--- config.mk ---
export PLATFORM = sky130hd
export DESIGN_NAME = bsm_merger
export DESIGN_NICKNAME = d
export VERILOG_FILES = /design/src/rtl/bsm_pkg.sv /design/src/rtl/bsm_op_decode.sv /design/src/rtl/bsm_lane_ctrl.sv /design/src/rtl/bsm_load_path.sv /design/src/rtl/bsm_store_path.sv /design/src/rtl/bsm_merger.sv
export SDC_FILE = /design/constraint.sdc
export NUM_CORES = 1
export LEC_CHECK = 0
export BUFFER_PORTS_ARGS = -buffer_cell sky130_fd_sc_hd__buf_2
export CORE_ASPECT_RATIO = 0.5
export CORE_MARGIN = 2
export CORE_UTILIZATION = 50
export DETAILED_ROUTE_END_ITERATION = 6
export PLACE_DENSITY = 0.84
export SYNTH_ARGS = -nofsm -noshare
export SYNTH_HDL_FRONTEND = slang
export SYNTH_SLANG_ARGS = --single-unit
--- constraint.sdc ---
create_clock -name vclk -period 3.1
set_clock_uncertainty 0.15 [all_clocks]
set_input_delay 0.31 -clock vclk [all_inputs]
set_output_delay 0.31 -clock vclk [all_outputs]
set_load 0.005 [all_outputs]
--- src/rtl/bsm_pkg.sv ---
package bsm_pkg;
  timeunit 1ns; timeprecision 1ps;

  localparam int unsigned WORD_W = 32;

  localparam logic [5:0] OP_LB  = 6'h20;
  localparam logic [5:0] OP_LH  = 6'h21;
  localparam logic [5:0] OP_LWL = 6'h22;
  localparam logic [5:0] OP_LW  = 6'h23;
  localparam logic [5:0] OP_LBU = 6'h24;
  localparam logic [5:0] OP_LHU = 6'h25;
  localparam logic [5:0] OP_LWR = 6'h26;
  localparam logic [5:0] OP_SB  = 6'h28;
  localparam logic [5:0] OP_SH  = 6'h29;
  localparam logic [5:0] OP_SWL = 6'h2A;
  localparam logic [5:0] OP_SW  = 6'h2B;
  localparam logic [5:0] OP_SWR = 6'h2E;
  localparam logic [5:0] OP_LL  = 6'h30;
  localparam logic [5:0] OP_SC  = 6'h38;

  typedef enum logic [2:0] {
    K_NONE, K_BYTE, K_HALF, K_WORD, K_LEFT, K_RIGHT
  } acc_kind_e;

  typedef struct packed {
    logic      is_load;
    logic      is_store;
    logic      sext;
    acc_kind_e kind;
  } acc_ctl_t;
endpackage

--- src/rtl/bsm_op_decode.sv ---
module bsm_op_decode
  import bsm_pkg::*;
(
  input  logic [5:0] op_i,
  output acc_ctl_t   ctl_o
);
  timeunit 1ns; timeprecision 1ps;

  always_comb begin
    ctl_o = '{is_load: 1'b0, is_store: 1'b0, sext: 1'b0, kind: K_NONE};
    case (op_i)
      OP_LB:  ctl_o = '{is_load: 1'b1, is_store: 1'b0, sext: 1'b1, kind: K_BYTE};
      OP_LBU: ctl_o = '{is_load: 1'b1, is_store: 1'b0, sext: 1'b0, kind: K_BYTE};
      OP_LH:  ctl_o = '{is_load: 1'b1, is_store: 1'b0, sext: 1'b1, kind: K_HALF};
      OP_LHU: ctl_o = '{is_load: 1'b1, is_store: 1'b0, sext: 1'b0, kind: K_HALF};
      OP_LWL: ctl_o = '{is_load: 1'b1, is_store: 1'b0, sext: 1'b0, kind: K_LEFT};
      OP_LWR: ctl_o = '{is_load: 1'b1, is_store: 1'b0, sext: 1'b0, kind: K_RIGHT};
      OP_LW,
      OP_LL:  ctl_o = '{is_load: 1'b1, is_store: 1'b0, sext: 1'b0, kind: K_WORD};
      OP_SB:  ctl_o = '{is_load: 1'b0, is_store: 1'b1, sext: 1'b0, kind: K_BYTE};
      OP_SH:  ctl_o = '{is_load: 1'b0, is_store: 1'b1, sext: 1'b0, kind: K_HALF};
      OP_SWL: ctl_o = '{is_load: 1'b0, is_store: 1'b1, sext: 1'b0, kind: K_LEFT};
      OP_SWR: ctl_o = '{is_load: 1'b0, is_store: 1'b1, sext: 1'b0, kind: K_RIGHT};
      OP_SW,
      OP_SC:  ctl_o = '{is_load: 1'b0, is_store: 1'b1, sext: 1'b0, kind: K_WORD};
      default: ;
    endcase
  end
endmodule

--- src/rtl/bsm_lane_ctrl.sv ---
module bsm_lane_ctrl #(
  parameter  int unsigned W     = 32,
  localparam int unsigned LANES = W / 8,
  localparam int unsigned OFS_W = $clog2(LANES),
  localparam int unsigned SH_W  = $clog2(W)
) (
  input  logic [OFS_W-1:0] ofs_i,
  output logic [SH_W-1:0]  up_sh_o,   // 8 * offset
  output logic [SH_W-1:0]  dn_sh_o,   // 8 * (last lane - offset)
  output logic [SH_W-1:0]  half_sh_o  // shift that brings the chosen half to the bottom
);
  timeunit 1ns; timeprecision 1ps;

  always_comb begin
    up_sh_o   = SH_W'(8 * 32'(ofs_i));
    dn_sh_o   = SH_W'(8 * (32'(LANES) - 1 - 32'(ofs_i)));
    half_sh_o = SH_W'(8 * (32'(LANES) - 2 - (32'(ofs_i) & 32'hFFFF_FFFE)));
  end
endmodule

--- src/rtl/bsm_load_path.sv ---
module bsm_load_path
  import bsm_pkg::*;
#(
  parameter  int unsigned W    = 32,
  localparam int unsigned SH_W = $clog2(W)
) (
  input  acc_ctl_t        ctl_i,
  input  logic [W-1:0]    mem_i,
  input  logic [W-1:0]    reg_i,
  input  logic [SH_W-1:0] up_sh_i,
  input  logic [SH_W-1:0] dn_sh_i,
  input  logic [SH_W-1:0] half_sh_i,
  output logic [W-1:0]    data_o
);
  timeunit 1ns; timeprecision 1ps;

  localparam logic [W-1:0] ALL1 = {W{1'b1}};

  function automatic logic [W-1:0] pick_byte(logic [W-1:0] w, logic [SH_W-1:0] sh, logic sx);
    logic [7:0] b;
    b = 8'(w >> sh);
    return sx ? {{(W-8){b[7]}}, b} : {{(W-8){1'b0}}, b};
  endfunction

  function automatic logic [W-1:0] pick_half(logic [W-1:0] w, logic [SH_W-1:0] sh, logic sx);
    logic [15:0] h;
    h = 16'(w >> sh);
    return sx ? {{(W-16){h[15]}}, h} : {{(W-16){1'b0}}, h};
  endfunction

  // bits under sel come from fresh, the rest from old
  function automatic logic [W-1:0] blend(logic [W-1:0] old, logic [W-1:0] fresh, logic [W-1:0] sel);
    return (old & ~sel) | (fresh & sel);
  endfunction

  always_comb begin
    data_o = '0;
    if (ctl_i.is_load) begin
      case (ctl_i.kind)
        K_BYTE:  data_o = pick_byte(mem_i, dn_sh_i, ctl_i.sext);
        K_HALF:  data_o = pick_half(mem_i, half_sh_i, ctl_i.sext);
        K_WORD:  data_o = mem_i;
        K_LEFT:  data_o = blend(reg_i, mem_i << up_sh_i, ALL1 << up_sh_i);
        K_RIGHT: data_o = blend(reg_i, mem_i >> dn_sh_i, ALL1 >> dn_sh_i);
        default: data_o = '0;
      endcase
    end
  end
endmodule

--- src/rtl/bsm_store_path.sv ---
module bsm_store_path
  import bsm_pkg::*;
#(
  parameter  int unsigned W    = 32,
  localparam int unsigned SH_W = $clog2(W)
) (
  input  acc_ctl_t        ctl_i,
  input  logic [W-1:0]    mem_i,
  input  logic [W-1:0]    reg_i,
  input  logic [SH_W-1:0] up_sh_i,
  input  logic [SH_W-1:0] dn_sh_i,
  input  logic [SH_W-1:0] half_sh_i,
  output logic [W-1:0]    data_o
);
  timeunit 1ns; timeprecision 1ps;

  localparam logic [W-1:0] ALL1   = {W{1'b1}};
  localparam logic [W-1:0] LOW8   = {{(W-8){1'b0}}, 8'hFF};
  localparam logic [W-1:0] LOW16  = {{(W-16){1'b0}}, 16'hFFFF};

  function automatic logic [W-1:0] blend(logic [W-1:0] old, logic [W-1:0] fresh, logic [W-1:0] sel);
    return (old & ~sel) | (fresh & sel);
  endfunction

  always_comb begin
    data_o = '0;
    if (ctl_i.is_store) begin
      case (ctl_i.kind)
        K_BYTE:  data_o = blend(mem_i, (reg_i & LOW8) << dn_sh_i, LOW8 << dn_sh_i);
        K_HALF:  data_o = blend(mem_i, (reg_i & LOW16) << half_sh_i, LOW16 << half_sh_i);
        K_WORD:  data_o = reg_i;
        K_LEFT:  data_o = blend(mem_i, reg_i >> up_sh_i, ALL1 >> up_sh_i);
        K_RIGHT: data_o = blend(mem_i, reg_i << dn_sh_i, ALL1 << dn_sh_i);
        default: data_o = '0;
      endcase
    end
  end
endmodule

--- src/rtl/bsm_merger.sv ---
module bsm_merger
  import bsm_pkg::*;
#(
  parameter  int unsigned DATA_W = WORD_W,
  localparam int unsigned OFS_W  = $clog2(DATA_W / 8)
) (
  input  logic [5:0]        op_code_i,
  input  logic [OFS_W-1:0]  addr_lo_i,
  input  logic [DATA_W-1:0] mem_word_i,
  input  logic [DATA_W-1:0] rt_value_i,
  output logic [DATA_W-1:0] load_data_o,
  output logic [DATA_W-1:0] store_data_o,
  output logic              load_valid_o,
  output logic              store_valid_o,
  output logic              illegal_op_o
);
  timeunit 1ns; timeprecision 1ps;

  localparam int unsigned SH_W = $clog2(DATA_W);

  acc_ctl_t        dec_ctl;
  logic [SH_W-1:0] up_sh, dn_sh, half_sh;

  bsm_op_decode u_dec (
    .op_i  (op_code_i),
    .ctl_o (dec_ctl)
  );

  bsm_lane_ctrl #(.W(DATA_W)) u_lane (
    .ofs_i     (addr_lo_i),
    .up_sh_o   (up_sh),
    .dn_sh_o   (dn_sh),
    .half_sh_o (half_sh)
  );

  bsm_load_path #(.W(DATA_W)) u_ld (
    .ctl_i     (dec_ctl),
    .mem_i     (mem_word_i),
    .reg_i     (rt_value_i),
    .up_sh_i   (up_sh),
    .dn_sh_i   (dn_sh),
    .half_sh_i (half_sh),
    .data_o    (load_data_o)
  );

  bsm_store_path #(.W(DATA_W)) u_st (
    .ctl_i     (dec_ctl),
    .mem_i     (mem_word_i),
    .reg_i     (rt_value_i),
    .up_sh_i   (up_sh),
    .dn_sh_i   (dn_sh),
    .half_sh_i (half_sh),
    .data_o    (store_data_o)
  );

  assign load_valid_o  = dec_ctl.is_load;
  assign store_valid_o = dec_ctl.is_store;
  assign illegal_op_o  = ~(dec_ctl.is_load | dec_ctl.is_store);
endmodule

# Yosys cells after proc, flatten, opt, wreduce, memory -nomap -nowiden
# Cells that the tools add are included.
[word_totals]
reg_bits = 0
inputBits = 72
out_inout_bits = 67
elab_cells = 69
[classes]
addsub = 2
eq_ne = 19
shifts = 13
n_mux = 7
n_bitwise = 26
reduce_logical = 2
[op_table]
columns = ["operator", "count"]
rows = [
  ["$and 32x32->32", 12],
  ["$pmux 32 s5", 2],
  ["$not 32->32", 6],
  ["$or 32x32->32", 6],
  ["$mux 32", 4],
  ["$eq 6x6->1 const B", 14],
  ["$pmux 6 s12", 1],
  ["$shl 32x5->32", 2],
  ["$shl 32x5->32 const A", 2],
  ["$shr 32x5->32", 2],
  ["$shr 32x5->32 const A", 2],
  ["$shl 16x5->32", 1],
  ["$shl 16x5->32 const A", 1],
  ["$shl 8x5->32", 1],
  ["$shl 8x5->32 const A", 1],
  ["$shr 32x5->16", 1],
  ["$eq 3x2->1 const B", 2],
  ["$eq 3x3->1 const B", 2],
  ["$reduce_or 2->1", 2],
  ["$sub 2x2->2 const A", 2],
  ["$eq 3x1->1 const B", 1],
  ["$not 1->1", 1],
  ["$or 1x1->1", 1],
]

# Longest topological paths before layout
# Gate-level depths: netlist (run 1).
[depth]
ltp_word = 7
mapped_depth = 8
ltp_nobuf = 4

# By module
# Synthesis (run 1) repeated with hierarchy kept, for this count alone.
[hier_totals]
hier_cells = 2274
hier_area_um2 = 16414.5
[modules_own_cells]
columns = ["module", "n_inst", "cells_each", "area_per_inst_um2", "seq_area_each_um2"]
rows = [
  ["bsm_store_path", 1, 1318, 9126.3, 0.0],
  ["bsm_load_path", 1, 916, 7015.5, 0.0],
  ["bsm_op_decode", 1, 23, 160.2, 0.0],
  ["bsm_lane_ctrl", 1, 16, 108.9, 0.0],
  ["bsm_merger", 1, 1, 3.8, 0.0],
]

# Worst setup path after synthesis (run 1)
# Ideal clock, no wire load.
[synth_timing]
kind = "input to output"
from = "input port op_code_i[0]"
to = "output port store_data_o[0]"
arrival_time_ps = 1727
required_ps = 2640
setup_slack_ps = 913
cell_stages = 5
n_path_buf = 1
cell_sequence = "clkbuf_1 -> or3b_1 -> o41ai_2 -> o211ai_1 -> a31oi_1"
[synth_via]
elab_chain_cells = 6
elab_cells_between_ends = 24
cone_classes = "eq/ne (19); mux (3); reduce/logical (2)"
[synth_rtl]
columns = ["item", "line", "rtl"]
rows = [
  ["start, declared", "bsm_merger.sv:7", "input logic [5:0] op_code_i,"],
  ["$eq 6x6->1", "bsm_op_decode.sv:11", "case (op_i)"],
  ["$reduce_or 2->1", "bsm_op_decode.sv:11", ""],
  ["$pmux 6 s12 (*)", "bsm_op_decode.sv:11", ""],
  ["$eq 3x3->1, or another cell as far along", "bsm_store_path.sv:28", "case (ctl_i.kind)"],
  ["$pmux 32 s5", "bsm_store_path.sv:28", ""],
  ["$mux 32 (*)", "bsm_store_path.sv:27", "if (ctl_i.is_store) begin"],
  ["end, declared", "bsm_merger.sv:12", "output logic [DATA_W-1:0] store_data_o,"],
]
# Every way passes the cells marked *; elsewhere a longest branch is shown, timed or not.

# Worst setup path after layout (run 1)
[layout_timing]
from = "input port addr_lo_i[0]"
to = "output port store_data_o[30]"
[layout_via]
elab_chain_cells = 7
elab_cells_between_ends = 21
cone_classes = "add/sub (1); shift (6); mux (2); bitwise (12)"
[layout_rtl]
columns = ["item", "line", "rtl"]
rows = [
  ["start, declared", "bsm_merger.sv:8", "input logic [OFS_W-1:0] addr_lo_i,"],
  ["$sub 2x2->2", "bsm_lane_ctrl.sv:16", "dn_sh_o = SH_W'(8 * (32'(LANES) - 1 - 32'(ofs_i)));"],
  ["$shl 32x5->32 or $shl 8x5->32 (tied branches)", "bsm_store_path.sv:33, bsm_store_path.sv:29", ""],
  ["$not 32->32", "bsm_store_path.sv:22", "return (old & ~sel) | (fresh & sel);"],
  ["$and 32x32->32", "bsm_store_path.sv:22", ""],
  ["$or 32x32->32", "bsm_store_path.sv:22", ""],
  ["$pmux 32 s5 (*)", "bsm_store_path.sv:28", ""],
  ["$mux 32 (*)", "bsm_store_path.sv:27", ""],
]
# Marked as above.

==> run_results.csv, run 1 <==
group,metric,value,unit
status,status,"completed",
power_and_ir_drop,pwr_density_cell,118,mW/mm2
floorplan,die-area,0.00929,mm2
placement,io_buffers,139,
synthesis,synthCells,582,
clocking,cts_hold_buf,0,
timing,clock.fmax,374,MHz
floorplan,io_pins,139,
floorplan,initial_core_util,52.3,%
final_layout,seq_area,0,um2
final_layout,syn2layout_area_growth,19.4,%
global_route,grt_antenna_before_repair,0,
global_route,overflow,0,
floorplan,die_w,134,um
final_layout,diodes,0,
timing,finalSetupViolCount,0,
synthesis,synthDominantCellAreaShare,17.5,%
critical_path,startpoint_type,"primary input",
critical_path,crit_required,2.64,ns
critical_path,cp_cell_sequence,"buf_4 -> buf_12 -> buf_4 -> mux2i_1 -> mux2i_1 -> a22oi_1 -> a31oi_1 -> buf_2",
critical_path,crit_type,"in -> out",
routing,post_drt_wl_per_cell,21.3,um
critical_path,endpoint_kind,"output pin",
global_route,track_usage,34.7,%
synthesis,synth_top_cell_by_area,"mux4_2",
final_layout,mostFrequentLayoutCell,"buf_2",
placement,placed_area,0.00507,mm2
timing,setup_tns,0,ns
timing,min_period,2.67,ns
power_and_ir_drop,ir_drop,0.0869,mV
hold_path,hold_class,"in -> out",
power_and_ir_drop,leakagePower,0.00193,uW
final_layout,drive_gt1_share,34.5,%
placement,gp_congestion,0.959,
timing,hold_violations,0,
global_route,grt_max_degree,65,
critical_path,path_max_fanout,38,
synthesis,ys_types,46,
critical_path,critical_path.max_stage_delay,0.43,ns
routing,final_antenna_net_count,0,
floorplan,die_height,69.2,um
timing,maxSlewViolCount,0,
placement,hpwl,11900,um
routing,first_iter_violations,894,
routing,viasPerCell,7.34,
final_layout,final_cell_mix,"buf_2 (137), nand2_1 (60), a21oi_1 (53)",
synthesis,synth_fp_nets,654,
floorplan,core,0.00812,mm2
synthesis,syn_area,0.00425,mm2
final_layout,nClkBuffers,0,
critical_path,cp_top_family,"buffers and inverters",
routing,drt_wl_total,16900,um
final_layout,seq_cells,0,
timing,max_slew_margin,61.4,%
timing,fin_crit_sh,86.2,%
clocking,cts_resized,0,
final_layout,finalNetCount,752,
global_route,grt_pass1_vias,5328,
final_layout,fin_area,0.00507,mm2
critical_path,path_buf_inv,4,
synthesis,yosys_warnings,0,
critical_path,arrival,2.21,ns
timing,worstMarginPinSlew,0.579,ns
synthesis,netlist_top_cells_area,"mux4_2 (18%), mux2i_1 (11%), a22oi_1 (7.2%), o211ai_1 (6.4%), a21oi_1 (6.2%)",
routing,dr.pass1.iters,6,
synthesis,ys_seq_area_share,0,%
run,cap_viol_max_count,0,
routing,vias,5802,
synthesis,avgSynthCellArea,7.30,um2
clocking,post_cts_buffers,0,
floorplan,row_count,23,
timing,rsz0062_at_grt,"false",
global_route,grt_pass1_wl,27200,um
critical_path,crit_slowest_cell,"buf_4",
routing,drc,0,
## power by group
part	internal, uW	switching (uW)
Clock	0	0
Combinational	255	343
Sequential	0	0
Total	255	343
## synth_stat cells (all sizes together), types with 2 or more instances
cell type and instances:
or3b 2, mux4 33, nor3b 8, o21ai 49, nor2b 6, a31oi 35
buf 33, mux2 18, a22oi 41, a32oi 8, mux2i 48, a41oi 15
inv 20, and3b 2, nand4bb 2, a2bb2oi 16, nand2 61, clkbuf 39
nand2b 2, a222oi 8, nor2 20, a21oi 53, o211ai 36, nor3 15
## stage by stage
| step | std cells | util [%] | hold slack, ns | power (uW) | setup slack (ns) |
|---|---|---|---|---|---|
| 6_report | 790 | 62.5 | 0.872 | 598 | 0.429 |
| 5_1_grt | 790 | 62.5 | 0.895 | 640 | 0.256 |
| 4_1_cts | 790 | 62.5 | 0.867 | 582 | 0.435 |
| 3_5_place_dp | 790 | 62.5 | 0.867 | 580 | 0.443 |
| 3_3_place_gp | 790 | 62.5 | 0.868 | 565 | 0.508 |
| 2_1_floorplan | 582 | - | 0.580 | 374 | 0.913 |
## cells by family after synthesis
logic type	after synthesis	synth area share [%]
buf+inv	92	9.46
compound gates	267	42.3
simple gates	124	14.7
mux	99	33.6
## metal layers
layer	vias to the layer above	track usage (%)	share of wire, %
met3	75	3.68	12
li1	2555	-	-
met5	-	0	0
met4	0	11.3	3.4
met1	2676	47.3	38
met2	496	57.5	46
## cell type report
class / instances / area (um2)
well taps: 112 / 140
repair buffers: 168 / 993
multi-input cells: 490 / 3860
inverters: 20 / 75.1
fillers: 759 / 3040
## final timing paths
| path | start | endpoint | slack [ns] | cells after the start |
|---|---|---|---|---|
| setup / recovery | addr_lo_i[0] | store_data_o[30] | 0.43 | 8 |
| hold / removal | mem_word_i[0] | load_data_o[0] | 0.87 | 4 |
Power figures use the tool's default switching activity.
==> inputs of run 2 (changes only) <==
==> constraint.sdc (replaced) <==
create_clock -name vclk -period 3.1
set_clock_uncertainty 0.15 [all_clocks]
set_input_delay 0.775 -clock vclk [all_inputs]
set_output_delay 0.775 -clock vclk [all_outputs]
set_load 0.005 [all_outputs]
==> run_results.csv, run 2 (synthesis gave the netlist of run 1 again) <==
group,metric,value,unit
global_route,grt_pass1_vias,6231,
timing,finalSetupViolCount,58,
status,violations,"setup timing",
floorplan,io_pins,139,
final_layout,seq_area,0,um2
placement,gp_congestion,1.01,
critical_path,startpoint_type,"primary input",
global_route,grt_pass1_wl,31200,um
placement,hpwl,13600,um
critical_path,crit_type,"in -> out",
final_layout,nClkBuffers,0,
critical_path,crit_required,2.17,ns
floorplan,die_w,134,um
final_layout,finalNetCount,864,
timing,max_slew_margin,66.5,%
power_and_ir_drop,ir_drop,0.108,mV
critical_path,endpoint_kind,"output pin",
timing,rsz0062_at_grt,"true",
routing,vias,6891,
routing,final_antenna_net_count,0,
routing,drc,0,
hold_path,hold_class,"in -> out",
run,cap_viol_max_count,0,
clocking,cts_hold_buf,0,
floorplan,row_count,23,
power_and_ir_drop,pwr_density_cell,122,mW/mm2
timing,worstMarginPinSlew,0.503,ns
timing,hold_violations,0,
timing,finalWorstSetupSlack,-0.176,ns
timing,clock.fmax,305,MHz
global_route,track_usage,40.7,%
routing,post_drt_wl_per_cell,24.9,um
routing,dr.pass1.iters,6,
final_layout,drive_gt1_share,51.4,%
final_layout,mostFrequentLayoutCell,"buf_2",
timing,fin_crit_sh,106,%
routing,first_iter_violations,1272,
final_layout,final_cell_mix,"buf_2 (133), buf_4 (97), nand2_1 (53)",
global_route,overflow,0,
routing,viasPerCell,7.64,
global_route,grt_max_degree,35,
placement,io_buffers,139,
power_and_ir_drop,leakagePower,0.00267,uW
timing,maxSlewViolCount,0,
routing,drt_wl_total,22500,um
global_route,grt_antenna_before_repair,0,
timing,min_period,3.28,ns
final_layout,syn2layout_area_growth,57.7,%
critical_path,arrival,2.35,ns
floorplan,die_height,69.2,um
status,status,"complete, but fails checks",
final_layout,diodes,0,
floorplan,die-area,0.00929,mm2
timing,setup_tns,-5.91,ns
floorplan,initial_core_util,52.3,%
floorplan,core,0.00812,mm2
critical_path,path_max_fanout,7,
final_layout,seq_cells,0,
power_and_ir_drop,total_power,814,uW
==> run 2: changes by cell type in the layout (fill, tap and decap cells not counted), sizes merged <==
| cell | change |
|---|---|
| buf | +108 |
| bufbuf | +1 |
| clkbuf | +1 |
| nor2 | +1 |
| or4 | +1 |
==> run 2: where the power goes <==
part           total [uW]  internal [uW]  switching, uW
clock network           0              0              0
registers               0              0              0
logic                 814            373            441
==> run 2: area by class of cell <==
type | instances | area, um2
multi-input combinational | 492 | 4320
inverter | 20 | 75.1
timing repair buffer | 278 | 2160
fill | 478 | 1420
tap | 112 | 140
==> run 2: worst paths after layout <==
kind | startpoint | endpoint | slack, ns | depth (start not counted)
setup / recovery | op_code_i[0] | store_data_o[0] | -0.18 | 7
hold / removal | mem_word_i[5] | load_data_o[5] | 1.79 | 4
==> run 2: metal layers <==
metal / global-route usage [%] / part of all wire, %
met2: 66.2 / 43
met1: 51.1 / 34
met3: 10.7 / 16
met4: 17.1 / 6.8
met5: 0 / 0
==> run 2: what timing repair did <==
item | CTS | global route
gates resized for setup | 63 | 77
cloned | 4 | 5
buffers inserted | 4 | 17
pin swaps | 30 | 46
endpoints found under the setup margin | 64 | 65
==> run 2: critical path, cell delays in order <==
cell,delay (ns)
buf_8,0.11
or3b_4,0.45
o41ai_4,0.32
buf_6,0.19
o211ai_1,0.09
a31oi_1,0.25
buf_2,0.16
==> run 2: metrics by stage <==
| stage | std cells | utilization [%] | instance area (um2) | setup WS (ns) | hold WS, ns |
|---|---|---|---|---|---|
| detailed placement | 874 | 71.5 | 5800 | -0.262 | 1.80 |
| CTS | 882 | 76.5 | 6210 | -0.120 | 1.80 |
| global route | 902 | 82.5 | 6700 | -0.237 | 1.82 |
| global placement | 874 | 71.5 | 5800 | -0.204 | 1.79 |
| finish | 902 | 82.5 | 6700 | -0.176 | 1.79 |
| floorplan | 582 | - | 4270 | 0.00565 | 1.51 |
==> inputs of run 3 (changes only) <==
--- a/config.mk
+++ b/config.mk
@@ -6,11 +6,13 @@
 export NUM_CORES = 1
 export LEC_CHECK = 0
 export BUFFER_PORTS_ARGS = -buffer_cell sky130_fd_sc_hd__buf_2
+export CELL_PAD_IN_SITES_DETAIL_PLACEMENT = 1
+export CELL_PAD_IN_SITES_GLOBAL_PLACEMENT = 1
 export CORE_ASPECT_RATIO = 0.5
 export CORE_MARGIN = 2
-export CORE_UTILIZATION = 50
+export CORE_UTILIZATION = 41
 export DETAILED_ROUTE_END_ITERATION = 6
-export PLACE_DENSITY = 0.84
+export PLACE_DENSITY = 0.95
 export SYNTH_ARGS = -nofsm -noshare
 export SYNTH_HDL_FRONTEND = slang
 export SYNTH_SLANG_ARGS = --single-unit
==> run_results.csv, run 3 <==
group,metric,value,unit
status,status,"aborted with a tool error",
status,stop_stage,"global routing",
status,stop_error,"[ERROR GRT-0232] Routing congestion too high. Check the congestion heatmap in the GUI.",
clocking,cts_hold_buf,0,
floorplan,die_w,148,um
synthesis,ys_types,46,
placement,io_buffers,139,
placement,dpl_worst_slack,-0.334,ns
synthesis,synth_top_cell_by_area,"mux4_2",
placement,placed_area,0.00582,mm2
floorplan,die_height,76.0,um
synthesis,syn_area,0.00425,mm2
global_route,track_usage,96.2,%
global_route,grt_max_degree,35,
placement,gp_congestion,0.963,
placement,hpwl,18800,um
synthesis,yosys-top-cells-count,"nand2_1 (60), a21oi_1 (53), mux2i_1 (48), o21ai_0 (48), a22oi_1 (41)",
synthesis,yosys_warnings,0,
timing,worst-ep-kind,"top-level output",
timing,grt-worst-endpoint,"store_data_o[5]",
synthesis,synthCells,582,
synthesis,synth_fp_nets,654,
floorplan,row_count,26,
synthesis,avgSynthCellArea,7.30,um2
floorplan,initial_core_util,41.8,%
synthesis,netlist_top_cells_area,"mux4_2 (18%), mux2i_1 (11%), a22oi_1 (7.2%), o211ai_1 (6.4%), a21oi_1 (6.2%)",
synthesis,synth_most_common_cell,"nand2_1",
floorplan,io_pins,139,
synthesis,ys_seq_area_share,0,%
global_route,overflow,268,
synthesis,synthDominantCellAreaShare,17.5,%
placement,dpl.cell_count,890,
-- run 3: logic make-up after synthesis --
| kind of cell | Yosys count | synth area share [%] |
|---|---|---|
| muxes | 99 | 33.6 |
| AOI/OAI and AO/OA | 267 | 42.3 |
| buffers and inverters | 92 | 9.46 |
| and+or+nand+nor | 124 | 14.7 |
-- run 3: timing repair --
| action | CTS |
|---|---|
| gates cloned | 9 |
| endpoints found under the hold margin | 0 |
| resized for setup | 150 |
| pin swaps | 48 |
| setup endpoints to repair | 65 |
| buffers inserted | 28 |
-- run 3: layer usage --
metal | overflow | track usage [%]
met3 | 19 | 91.7
met5 | 2 | 70.5
met1 | 15 | 94.9
met2 | 137 | 104
met4 | 95 | 96.7
-- run 3: stage by stage --
stage / TNS, ns / hold slack [ns]
after floorplan: 0 / 1.51
after global placement: -7.17 / 1.81
after detailed placement: -13.17 / 1.82
after CTS: -8.02 / 1.78
==> inputs of run 4 (changes only) <==
--- a/config.mk
+++ b/config.mk
@@ -6,13 +6,10 @@
 export NUM_CORES = 1
 export LEC_CHECK = 0
 export BUFFER_PORTS_ARGS = -buffer_cell sky130_fd_sc_hd__buf_2
-export CELL_PAD_IN_SITES_DETAIL_PLACEMENT = 1
-export CELL_PAD_IN_SITES_GLOBAL_PLACEMENT = 1
-export CORE_ASPECT_RATIO = 0.5
 export CORE_MARGIN = 2
-export CORE_UTILIZATION = 41
+export CORE_UTILIZATION = 35
 export DETAILED_ROUTE_END_ITERATION = 6
-export PLACE_DENSITY = 0.95
+export PLACE_DENSITY_LB_ADDON = 0.15
 export SYNTH_ARGS = -nofsm -noshare
 export SYNTH_HDL_FRONTEND = slang
 export SYNTH_SLANG_ARGS = --single-unit
==> run_results.csv, run 4 (synthesis gave the netlist of run 1 again) <==
group,metric,value,unit
final_layout,multi_input_area,0.00443,mm2
status,status,"complete, but fails checks",
routing,post_drt_wl_per_cell,25.2,um
power_and_ir_drop,ir_drop,0.0646,mV
final_layout,fillers,1075,
timing,min_period,3.31,ns
hold_path,min_from,"mem_word_i[6]",
critical_path,crit_type,"in -> out",
final_layout,drive_gt1_share,55.6,%
floorplan,die-area,0.0130,mm2
final_layout,seq_area,0,um2
timing,setup_tns,-7.22,ns
routing,first_iter_violations,835,
routing,drt_wl_total,24200,um
timing,finalWorstSetupSlack,-0.211,ns
final_layout,nClkBuffers,0,
timing,worstMarginPinSlew,0.475,ns
final_layout,mostFrequentLayoutCell,"buf_2",
timing,rsz0062_at_grt,"true",
final_layout,syn2layout_area_growth,71.7,%
floorplan,row_count,40,
critical_path,arrival,2.39,ns
global_route,grt_antenna_before_repair,1,
critical_path,endpoint_kind,"output pin",
floorplan,initial_core_util,35.7,%
timing,finalSetupViolCount,65,
global_route,track_usage,32.3,%
global_route,grt_max_degree,35,
floorplan,io_pins,139,
floorplan,die_w,114,um
timing,max_slew_margin,68.3,%
timing,fin_crit_sh,107,%
clocking,cts_hold_buf,0,
placement,io_buffers,139,
run,cap_viol_max_count,0,
final_layout,fin_util,61.2,%
final_layout,final_cell_mix,"buf_2 (133), buf_4 (94), nand2_1 (59)",
placement,dpl.cell_count,922,
global_route,overflow,0,
power_and_ir_drop,leakagePower,0.00284,uW
final_layout,fin_cells,959,
global_route,grt_pass1_vias,6008,
placement,gp_congestion,0.983,
final_layout,finalNetCount,885,
critical_path,crit_required,2.17,ns
floorplan,die_height,114,um
routing,final_antenna_net_count,0,
power_and_ir_drop,pwr_density_cell,120,mW/mm2
routing,vias,6623,
critical_path,path_max_fanout,7,
timing,hold_violations,0,
hold_path,whs_path_depth,4,
floorplan,core,0.0119,mm2
critical_path,startpoint_type,"primary input",
placement,hpwl,15800,um
routing,viasPerCell,6.91,
routing,drc,0,
final_layout,seq_cells,0,
status,violations,"setup timing",
hold_path,min_to,"load_data_o[6]",
timing,clock.fmax,302,MHz
global_route,grt_pass1_wl,33700,um
routing,dr.pass1.iters,6,
timing,maxSlewViolCount,0,
hold_path,hold_class,"in -> out",
-- run 4: metrics by stage --
step                      instance area [um2]  power [uW]  worst slack [ns]  hold slack, ns
after floorplan                          4270         378           0.00565            1.51
after CTS                                6640         764            -0.155            1.79
final                                    7290         876            -0.211            1.78
after detailed placement                 6040         702            -0.287            1.80
after global routing                     7290         913            -0.210            1.79
after global placement                   6040         690            -0.298            1.79
-- run 4: routing by layer --
layer,track usage [%],vias to the layer above,wire length [um]
met2,51.0,516,10800
met3,3.23,92,2670
met5,0,-,0
li1,-,2828,-
met1,47.3,3187,9800
met4,8.05,0,959
-- run 4: layout make-up --
type,instances,share of cell area [%]
Antenna cell,1,0.0343
Inverter,20,1.03
Multi-Input combinational cell,491,60.8
Tap cell,147,2.52
Timing Repair Buffer,300,35.6
-- run 4: how the worst max path moves through the flow --
stage                 start          endpoint  cells past startpoint
2_1_floorplan  op_code_i[0]  store_data_o[28]                      7
3_3_place_gp   op_code_i[4]   load_data_o[16]                     10
3_5_place_dp   op_code_i[4]   load_data_o[27]                      6
4_1_cts        op_code_i[4]   load_data_o[24]                      6
5_1_grt        op_code_i[5]  store_data_o[24]                      9
6_report       op_code_i[4]   load_data_o[16]                     11
-- run 4: where the power goes --
part / total, uW / internal [uW] / switching, uW
registers: 0 / 0 / 0
clock network: 0.0000432 / 0.0000431 / 0
logic: 876 / 413 / 463
-- run 4: critical path, stage by stage --
cell and delay (ns):
buf_8 0.11, buf_6 0.11, nand4bb_1 0.17, buf_6 0.17, buf_6 0.12, nor2_4 0.12
buf_12 0.16, buf_8 0.12, a222oi_1 0.08, a21oi_1 0.29, buf_2 0.17
-- run 4: what timing repair did --
item / in CTS / in global routing
gates cloned: 5 / 12
gates resized for setup: 100 / 72
pin swaps: 27 / 39
setup buffers: 8 / 14
endpoints found under the setup margin: 67 / 65
